`config.mk`:
```
export PLATFORM = sky130hd
export DESIGN_NAME = pmc_bank
export DESIGN_NICKNAME = d
export VERILOG_FILES = /design/src/rtl/pmc_pkg.sv /design/src/rtl/pmc_event_mux.sv /design/src/rtl/pmc_counter.sv /design/src/rtl/pmc_status.sv /design/src/rtl/pmc_bank.sv
export SDC_FILE = /design/constraint.sdc
export NUM_CORES = 1
export LEC_CHECK = 0
export BUFFER_PORTS_ARGS = -buffer_cell sky130_fd_sc_hd__buf_2
export CORE_UTILIZATION = 40
export DETAILED_ROUTE_END_ITERATION = 8
export SYNTH_ARGS = -nofsm -noshare
export SYNTH_HDL_FRONTEND = slang
export SYNTH_SLANG_ARGS = --single-unit
```
`constraint.sdc`:
```
create_clock -name clk -period 4.5 [get_ports clk]
set_input_delay 0.675 -clock clk [delete_from_list [all_inputs] [get_ports clk]]
set_output_delay 0.675 -clock clk [all_outputs]
set_load 0.02 [all_outputs]
```
`src/rtl/pmc_pkg.sv`:
```
package pmc_pkg;
  // bit positions inside a control register
  localparam int CTL_EN_BIT  = 8;
  localparam int CTL_OVE_BIT = 9;
  localparam int CTL_RST_BIT = 10;
endpackage

```
`src/rtl/pmc_event_mux.sv`:
```
module pmc_event_mux #(
  parameter int NUM_EVT = 8,
  parameter int INC_W   = 8,
  localparam int SEL_W  = $clog2(NUM_EVT)
) (
  input  logic [NUM_EVT*INC_W-1:0] evt_inc,
  input  logic [SEL_W-1:0]         sel,
  output logic [INC_W-1:0]         inc
);
  logic [INC_W-1:0] lane [NUM_EVT];

  for (genvar g = 0; g < NUM_EVT; g++) begin : g_lane
    assign lane[g] = evt_inc[g*INC_W +: INC_W];
  end

  if (NUM_EVT == (1 << SEL_W)) begin : g_full
    assign inc = lane[sel];
  end else begin : g_part
    assign inc = (int'(sel) < NUM_EVT) ? lane[sel] : '0;
  end
endmodule

```
`src/rtl/pmc_counter.sv`:
```
module pmc_counter #(
  parameter int NUM_EVT = 8,
  parameter int INC_W   = 8,
  parameter int CTR_W   = 48,
  localparam int SEL_W  = $clog2(NUM_EVT)
) (
  input  logic                     clk,
  input  logic                     rst_n,
  input  logic                     ctr_we,
  input  logic                     ctl_we,
  input  logic [CTR_W-1:0]         wval,
  input  logic [SEL_W-1:0]         wsel,
  input  logic                     wen,
  input  logic                     wove,
  input  logic                     wrst,
  input  logic [NUM_EVT*INC_W-1:0] evt_inc,
  input  logic                     count_ok,
  output logic [CTR_W-1:0]         value,
  output logic [SEL_W-1:0]         sel,
  output logic                     en,
  output logic                     ove,
  output logic                     ovf_evt
);
  logic [INC_W-1:0] inc;
  logic [CTR_W:0]   sum;
  logic             adv;
  logic             zero_req;

  pmc_event_mux #(.NUM_EVT(NUM_EVT), .INC_W(INC_W)) u_mux (
    .evt_inc (evt_inc),
    .sel     (sel),
    .inc     (inc)
  );

  assign sum      = {1'b0, value} + {{(CTR_W + 1 - INC_W){1'b0}}, inc};
  assign adv      = en & count_ok;
  assign zero_req = ctl_we & wrst;
  // carry out is reported only when the sum is actually stored
  assign ovf_evt  = adv & sum[CTR_W] & ove & ~ctr_we & ~zero_req;

  always_ff @(posedge clk or negedge rst_n) begin
    if (!rst_n) begin
      sel <= '0;
      en  <= 1'b0;
      ove <= 1'b0;
    end else if (ctl_we) begin
      sel <= wsel;
      en  <= wen;
      ove <= wove;
    end
  end

  always_ff @(posedge clk or negedge rst_n) begin
    if (!rst_n)        value <= '0;
    else if (ctr_we)   value <= wval;
    else if (zero_req) value <= '0;
    else if (adv)      value <= sum[CTR_W-1:0];
  end
endmodule

```
`src/rtl/pmc_status.sv`:
```
module pmc_status #(
  parameter int NUM_CTR = 4
) (
  input  logic               clk,
  input  logic               rst_n,
  input  logic [NUM_CTR-1:0] ovf_evt,
  input  logic               clr_we,
  input  logic [NUM_CTR-1:0] clr_mask,
  input  logic               freeze_in,
  output logic [NUM_CTR-1:0] status_q,
  output logic               ovf_msg,
  output logic               count_ok
);
  logic [NUM_CTR-1:0] clr_bits;
  logic [NUM_CTR-1:0] new_set;

  assign clr_bits = clr_we ? clr_mask : '0;
  assign new_set  = ovf_evt & ~status_q;
  assign count_ok = ~freeze_in & ~(|status_q);

  always_ff @(posedge clk or negedge rst_n) begin
    if (!rst_n) begin
      status_q <= '0;
      ovf_msg  <= 1'b0;
    end else begin
      // a fresh overflow wins over a clear in the same cycle
      status_q <= (status_q & ~clr_bits) | ovf_evt;
      ovf_msg  <= |new_set;
    end
  end
endmodule

```
`src/rtl/pmc_bank.sv`:
```
module pmc_bank #(
  parameter int NUM_CTR = 4,
  parameter int CTR_W   = 48,
  parameter int INC_W   = 8,
  parameter int NUM_EVT = 8,
  parameter int ADDR_W  = 4,
  localparam int SEL_W   = $clog2(NUM_EVT),
  localparam int STS_ADR = 2 * NUM_CTR
) (
  input  logic                     clk,
  input  logic                     rst_n,
  input  logic                     reg_wr_en,
  input  logic [ADDR_W-1:0]        reg_addr,
  input  logic [CTR_W-1:0]         reg_wdata,
  output logic [CTR_W-1:0]         reg_rdata,
  input  logic [NUM_EVT*INC_W-1:0] evt_inc,
  input  logic                     freeze_in,
  output logic                     ovf_msg
);
  import pmc_pkg::*;

  logic [CTR_W-1:0]       cnt_val [NUM_CTR];
  logic [SEL_W-1:0]       sel_val [NUM_CTR];
  logic [NUM_CTR-1:0]     en_val;
  logic [NUM_CTR-1:0]     ove_val;
  logic [NUM_CTR-1:0]     ovf_evt;
  logic [NUM_CTR-1:0]     ctr_we;
  logic [NUM_CTR-1:0]     ctl_we;
  logic [NUM_CTR-1:0]     status_q;
  logic [NUM_CTR*CTR_W-1:0] ctr_flat;
  logic                   count_ok;
  logic                   sts_we;

  assign sts_we = reg_wr_en && (reg_addr == ADDR_W'(STS_ADR));

  for (genvar i = 0; i < NUM_CTR; i++) begin : g_ctr
    assign ctr_we[i] = reg_wr_en && (reg_addr == ADDR_W'(i));
    assign ctl_we[i] = reg_wr_en && (reg_addr == ADDR_W'(NUM_CTR + i));
    assign ctr_flat[i*CTR_W +: CTR_W] = cnt_val[i];

    pmc_counter #(
      .NUM_EVT (NUM_EVT),
      .INC_W   (INC_W),
      .CTR_W   (CTR_W)
    ) u_ctr (
      .clk      (clk),
      .rst_n    (rst_n),
      .ctr_we   (ctr_we[i]),
      .ctl_we   (ctl_we[i]),
      .wval     (reg_wdata),
      .wsel     (reg_wdata[SEL_W-1:0]),
      .wen      (reg_wdata[CTL_EN_BIT]),
      .wove     (reg_wdata[CTL_OVE_BIT]),
      .wrst     (reg_wdata[CTL_RST_BIT]),
      .evt_inc  (evt_inc),
      .count_ok (count_ok),
      .value    (cnt_val[i]),
      .sel      (sel_val[i]),
      .en       (en_val[i]),
      .ove      (ove_val[i]),
      .ovf_evt  (ovf_evt[i])
    );
  end

  pmc_status #(.NUM_CTR(NUM_CTR)) u_sts (
    .clk       (clk),
    .rst_n     (rst_n),
    .ovf_evt   (ovf_evt),
    .clr_we    (sts_we),
    .clr_mask  (reg_wdata[NUM_CTR-1:0]),
    .freeze_in (freeze_in),
    .status_q  (status_q),
    .ovf_msg   (ovf_msg),
    .count_ok  (count_ok)
  );

  always_comb begin
    logic [CTR_W-1:0] view;
    reg_rdata = '0;
    for (int i = 0; i < NUM_CTR; i++) begin
      view = '0;
      view[SEL_W-1:0]  = sel_val[i];
      view[CTL_EN_BIT]  = en_val[i];
      view[CTL_OVE_BIT] = ove_val[i];
      if (reg_addr == ADDR_W'(i))           reg_rdata = cnt_val[i];
      if (reg_addr == ADDR_W'(NUM_CTR + i)) reg_rdata = view;
    end
    if (reg_addr == ADDR_W'(STS_ADR)) reg_rdata = CTR_W'(status_q);
  end
endmodule

```
==> results of run 1 <==
==> metrics by stage <==
step	power [W]	setup slack, ns	utilization	instance area [um^2]
global route	0.00993	0.204	0.467	20700
detailed placement	0.00675	0.495	0.443	19600
global placement	0.00667	0.515	0.443	19600
finish	0.00944	0.385	0.467	20700
CTS	0.00939	0.477	0.467	20700
floorplan	0.00544	0.770	-	18000
==> cell families (layout without fill, tap and decap cells) <==
| kind of cell | after synthesis | count (layout) |
|---|---|---|
| other | 0 | 1 |
| buffers and inverters | 184 | 322 |
| muxes | 125 | 125 |
| adders and majority gates | 36 | 36 |
| xor gates and xnor gates | 48 | 48 |
| AOI/OAI and AO/OA | 703 | 703 |
| DFF | 217 | 217 |
| and+or+nand+nor | 842 | 842 |
==> flip-flops by register name, summed over array words and instances, names as in the netlist <==
signal,count
g_ctr.u_ctr.value,192
g_ctr.u_ctr.sel,12
g_ctr.u_ctr.en,4
g_ctr.u_ctr.ove,4
u_sts.status_q,4
u_sts.ovf_msg,1
==> worst max path at each step <==
stage	start	end	slack, ns	depth (start not counted)
floorplan	g_ctr[0].u_ctr.sel[0]	g_ctr[0].u_ctr.value[34]	0.77	11
global placement	g_ctr[1].u_ctr.sel[0]	g_ctr[1].u_ctr.value[19]	0.52	10
detailed placement	g_ctr[1].u_ctr.sel[0]	g_ctr[1].u_ctr.value[46]	0.50	10
CTS	g_ctr[1].u_ctr.sel[0]	g_ctr[1].u_ctr.value[46]	0.48	10
global route	g_ctr[1].u_ctr.sel[0]	g_ctr[1].u_ctr.value[19]	0.20	10
finish	g_ctr[2].u_ctr.sel[1]	g_ctr[2].u_ctr.value[26]	0.38	11
==> power groups by stage <==
stage	registers (W)	logic, W	clock network, W
after CTS	0.00301	0.00373	0.00266
final	0.00302	0.00379	0.00264
after floorplan	0.00269	0.00276	0
after global routing	0.00308	0.00412	0.00272
after detailed placement	0.00304	0.00371	0
after global placement	0.00303	0.00364	0
==> critical path, stage by stage (launching register included) <==
cell,delay (ns)
dfrtp_1,0.84
mux4_2,0.33
mux2_2,0.19
ha_1,0.18
inv_1,0.06
fa_1,0.38
nand2b_1,0.20
a211oi_1,0.59
o211ai_2,0.44
nor2_1,0.44
a21oi_1,0.12
o22a_1,0.21
==> area by class of cell <==
| class | instances | area [um^2] |
|---|---|---|
| inverters | 36 | 135 |
| diodes | 1 | 2.50 |
| clock buffers | 40 | 867 |
| well taps | 592 | 741 |
| clock inverters | 14 | 204 |
| flip-flops and latches | 217 | 5430 |
| fillers | 4390 | 23600 |
| repair buffers | 232 | 1430 |
| multi-input cells | 1754 | 11900 |
==> layout by cell type, fill, tap and decap left out, drive strengths merged, types with 49 or more instances in the layout <==
master	Yosys	final
nand3	91	91
mux2	49	49
and3	49	49
nor3	58	58
a21oi	178	178
nor2	129	129
mux4	67	67
dfrtp	217	217
nand2	321	321
o21ai	165	165
buf	61	232
a22oi	96	96
==> metal layers <==
layer | vias to the layer above | routed length [um] | track usage
met5 | - | 0 | 0
li1 | 8486 | - | -
met2 | 1206 | 35200 | 0.527
met3 | 222 | 7150 | 0.0475
met4 | 0 | 5270 | 0.193
met1 | 9548 | 31400 | 0.453
==> results.yml, run 1 <==
pwr:
  switching_share: 0.410
  seq_power_share: 0.320
  p_int_w: 0.00558
  ir_drop_mv: 0.321
  power_frac_comb: 0.401
  powerDensity_nw_per_um2: 456
  cellLeakagePower_nw: 8.18
  p_clk_frac: 0.279
  switchingPower_w: 0.00387
critical_path:
  reg2reg_depth: 11
  cp_max_fo: 18
  path_class: "flip-flop to flip-flop"
  crit_required_ns: 4.97
  cp-start-kind: "flip-flop"
  rr_endpoint: "g_ctr[2].u_ctr.value[26]"
  r2r_start: "g_ctr[2].u_ctr.sel[1]"
  critPathArrivalTime_ns: 4.58
  r2r_setup_slack_ns: 0.38
  crit_path_end_kind: "flip-flop"
timing:
  worst_pin_slew_ns: 1.05
  setup_viol_count_final: 0
  max_freq_mhz: 243
  rsz0062_at_grt: "false"
  hold_violations: 0
  min_period_ns: 4.12
  tns_ns: 0
  whs_ns: 0.138
  fin_crit_sh: 0.915
  skew_ns: 0.0110
  slew_violations: 0
  relSlewSlack: 0.296
floorplan:
  die_area_um2: 46000
  ios: 169
  die_h_um: 214
  start_util: 0.407
  die_x_um: 214
  core_area_um2: 44300
  rows: 77
clock_network:
  cts_tree: "yes"
  h-tree-depth: 1
  cts_buffers: 29
  clockRootBuffer: "clkbuf_16"
  clkSinkCount: 217
  post_cts_resized: 0
  clkLatencyLatePin_ns: 0.59
  clock_path_buffers: 3
  post_cts_buffers: 0
  path_clk_slew_ns: 0.06
  postCtsHoldBufs: 0
logic_synthesis:
  yosysWarnings: 0
  avgSynthCellArea_um2: 8.38
  synth_edf_count: 0
  ys_ff_latch: 217
  syn_nets: 2311
  synthFlopType: "dfrtp_1"
  synthMuxAreaShare: 0.119
  synth_seq_area_share: 0.301
  synth_top_family_by_area: "compound AO/OA/AOI/OAI gates"
  synth-xor-area-share: 0.0233
  yosys-top-cells-count: "319 x nand2_1, 217 x dfrtp_1, 178 x a21oi_1"
  yosys.area.top_type: "dfrtp_1"
  synthSimpleGateAreaFrac: 0.233
  synth_area_leaders: "dfrtp_1 30%, mux4_2 8.4%, nand2_1 6.6%"
  synth_compound_area_frac: 0.254
  synthesis.area_um2: 18000
  yosysMostFrequentCell: "nand2_1"
  synth_adder_area_share: 0.0266
  synth.distinct_cells: 89
  synthArstFlopShare: 1.00
  synth_top_cell_area_share: 0.301
  synth_cells: 2155
detailed_routing:
  vias: 19462
  ant_nets: 0
  drc: 0
  wirelength_mm: 79.0
  post_drt_wl_per_cell_um: 27.4
  first_pass_iters: 5
  drt_iter0_markers: 2623
  vias_per_cell: 6.74
job:
  max_cap_violations: 0
status:
  status: "finished, final reports clean"
hold_path:
  hold_class: "primary input to async pin"
grt:
  grt_max_degree: 101
  gr-usage-all-layers: 0.339
  overflow: 0
  grt_pass1_vias: 18215
  grt_first_pass_wirelength_mm: 119
  antenna_found_initial: 2
placed_design:
  globalplace.congestion: 1.00
  portBuffers: 168
  dp_hpwl_mm: 59.6
  place_inst: 2831
layout:
  final_cells: 2886
  nets: 2426
  drive_gt1_frac: 0.198
  area_growth_pct: 14.8
(Power assumes the default switching activity.)
==> run 2: changes to the inputs <==
--- a/config.mk
+++ b/config.mk
@@ -10,4 +10,5 @@
 export DETAILED_ROUTE_END_ITERATION = 8
 export SYNTH_ARGS = -nofsm -noshare
 export SYNTH_HDL_FRONTEND = slang
+export SYNTH_HIERARCHICAL = 1
 export SYNTH_SLANG_ARGS = --single-unit
==> results.yml, run 2 <==
status:
  status: "finished, final reports clean"
floorplan:
  ios: 169
  die_h_um: 224
  rows: 80
  core_area_um2: 48100
  die_area_um2: 50100
  die_x_um: 224
  start_util: 0.409
logic_synthesis:
  yosysWarnings: 6
  synth.distinct_cells: 91
  ys_ff_latch: 217
  yosys-top-cells-count: "260 x nand2_1, 217 x dfrtp_1, 212 x a21oi_1"
  yosysMostFrequentCell: "nand2_1"
  syn_nets: 2362
  synth_edf_count: 0
  synth_cells: 2206
  avgSynthCellArea_um2: 8.92
  synth_seq_area_share: 0.276
  synth_area_leaders: "dfrtp_1 28%, mux4_1 8.0%, a21oi_1 5.4%"
  synth_top_cell_area_share: 0.276
  synthArstFlopShare: 1.00
  yosys.area.top_type: "dfrtp_1"
  synthFlopType: "dfrtp_1"
  synthesis.area_um2: 19700
clock_network:
  clockRootBuffer: "clkbuf_16"
  post_cts_buffers: 0
  cts_tree: "yes"
  clkLatencyLatePin_ns: 0.60
  h-tree-depth: 1
  path_clk_slew_ns: 0.06
  clock_path_buffers: 3
  post_cts_resized: 0
  postCtsHoldBufs: 0
  cts_buffers: 29
  clkSinkCount: 217
layout:
  layout_common_cells: "259 x nand2_1, 217 x dfrtp_1, 208 x a21oi_1"
  largest_register_ffs: 192
  top_regs: "g_ctr.u_ctr/value (192), g_ctr.u_ctr/sel (12)"
  top_register: "g_ctr.u_ctr/value"
  nets: 2472
  final_common_cell: "nand2_1"
  area_growth_pct: 12.4
  drive_gt1_frac: 0.187
timing:
  min_period_ns: 4.08
  tns_ns: 0
  max_freq_mhz: 245
  rsz0062_at_grt: "false"
  slew_violations: 0
  worst_slack_ns: 0.423
  relSlewSlack: 0.304
  fin_crit_sh: 0.906
  setup_viol_count_final: 0
  skew_ns: 0.0306
  hold_violations: 0
  worst_pin_slew_ns: 1.04
detailed_routing:
  vias_per_cell: 6.73
  first_pass_iters: 6
  drc: 0
  post_drt_wl_per_cell_um: 28.3
  drt_iter0_markers: 2419
  ant_nets: 0
  wirelength_mm: 84.9
  vias: 20180
critical_path:
  r2r_start: "g_ctr[3].u_ctr/sel[2]"
  reg2reg_depth: 14
  cp_max_fo: 19
  crit_required_ns: 4.99
  path_class: "flip-flop to flip-flop"
  critPathArrivalTime_ns: 4.57
  cp-start-kind: "flip-flop"
  cp-startpoint: "g_ctr[3].u_ctr/sel[2]"
  crit_path_end_kind: "flip-flop"
grt:
  gr-usage-all-layers: 0.335
  grt_first_pass_wirelength_mm: 126
  grt_pass1_vias: 19215
  grt_max_degree: 112
  overflow: 0
  antenna_found_initial: 4
placed_design:
  pre_cts_ws_ns: 0.486
  portBuffers: 168
  dp_hpwl_mm: 64.0
  globalplace.congestion: 0.997
pwr:
  ir_drop_mv: 0.317
  cellLeakagePower_nw: 8.97
  power_w: 0.00994
  powerDensity_nw_per_um2: 450
hold_path:
  hold_class: "primary input to async pin"
job:
  max_cap_violations: 0
run 2: worst paths after layout:
path / to / slack (ns)
setup / recovery: u_sts/ovf_msg / 0.42
hold / removal: g_ctr[0].u_ctr/value[30] / 0.13
setup reg to reg: u_sts/ovf_msg / 0.42
hold reg to reg: g_ctr[2].u_ctr/value[25] / 0.54
max in group asynchronous: g_ctr[1].u_ctr/value[8] / 3.23
min in group clk: g_ctr[2].u_ctr/value[23] / 0.42
run 2: cell type report:
class | count | area [um^2]
fill | 4746 | 26000
multi-input combinational | 1803 | 13400
sequential | 217 | 5430
timing repair buffer | 225 | 1340
tap | 656 | 821
clock buffer | 40 | 817
inverter | 40 | 150
clock inverter | 13 | 146
antenna | 3 | 7.51
run 2: routing by layer:
metal  track usage  up-vias  share of wire
li1              -     8823              -
met1         0.458    10051           0.42
met2         0.517     1137           0.44
met3        0.0611      167          0.090
met4         0.147        2          0.050
met5             0        -        0.00012
run 2: logic make-up after synthesis:
group	Yosys count	synth area share
flops	217	0.276
buf+inv	186	0.0451
xor+xnor	50	0.0223
simple gates	789	0.217
mux	219	0.168
compound gates	709	0.247
fa+ha+maj	36	0.0244
run 2: per-stage QoR:
stage / hold slack [ns] / area [um^2] / util / cells
finish: 0.134 / 22100 / 0.459 / 2997
global route: 0.247 / 22100 / 0.459 / 2994
CTS: 0.218 / 22100 / 0.459 / 2994
detailed placement: 0.528 / 21100 / 0.439 / 2941
global placement: 0.520 / 21100 / 0.439 / 2941
floorplan: 0.379 / 19700 / - / 2206
run 2: power breakdown:
part           internal, W  total [W]  switching [W]
Clock              0.00143    0.00243       0.000996
Sequential         0.00235    0.00304       0.000695
Combinational      0.00174    0.00447        0.00273
Total              0.00552    0.00994        0.00443
run 2: worst max-delay path: stages, from the launching register on:
cell and delay, ns:
dfrtp_1 0.84, mux4_1 0.29, mux2_2 0.19, ha_1 0.23, inv_1 0.07, fa_1 0.40
nor2b_1 0.18, o2111ai_1 0.21, a21o_1 0.26, a21oi_1 0.20, buf_4 0.19, nand3_1 0.11
nor3_1 0.57, nand2b_1 0.12, o2111ai_1 0.12
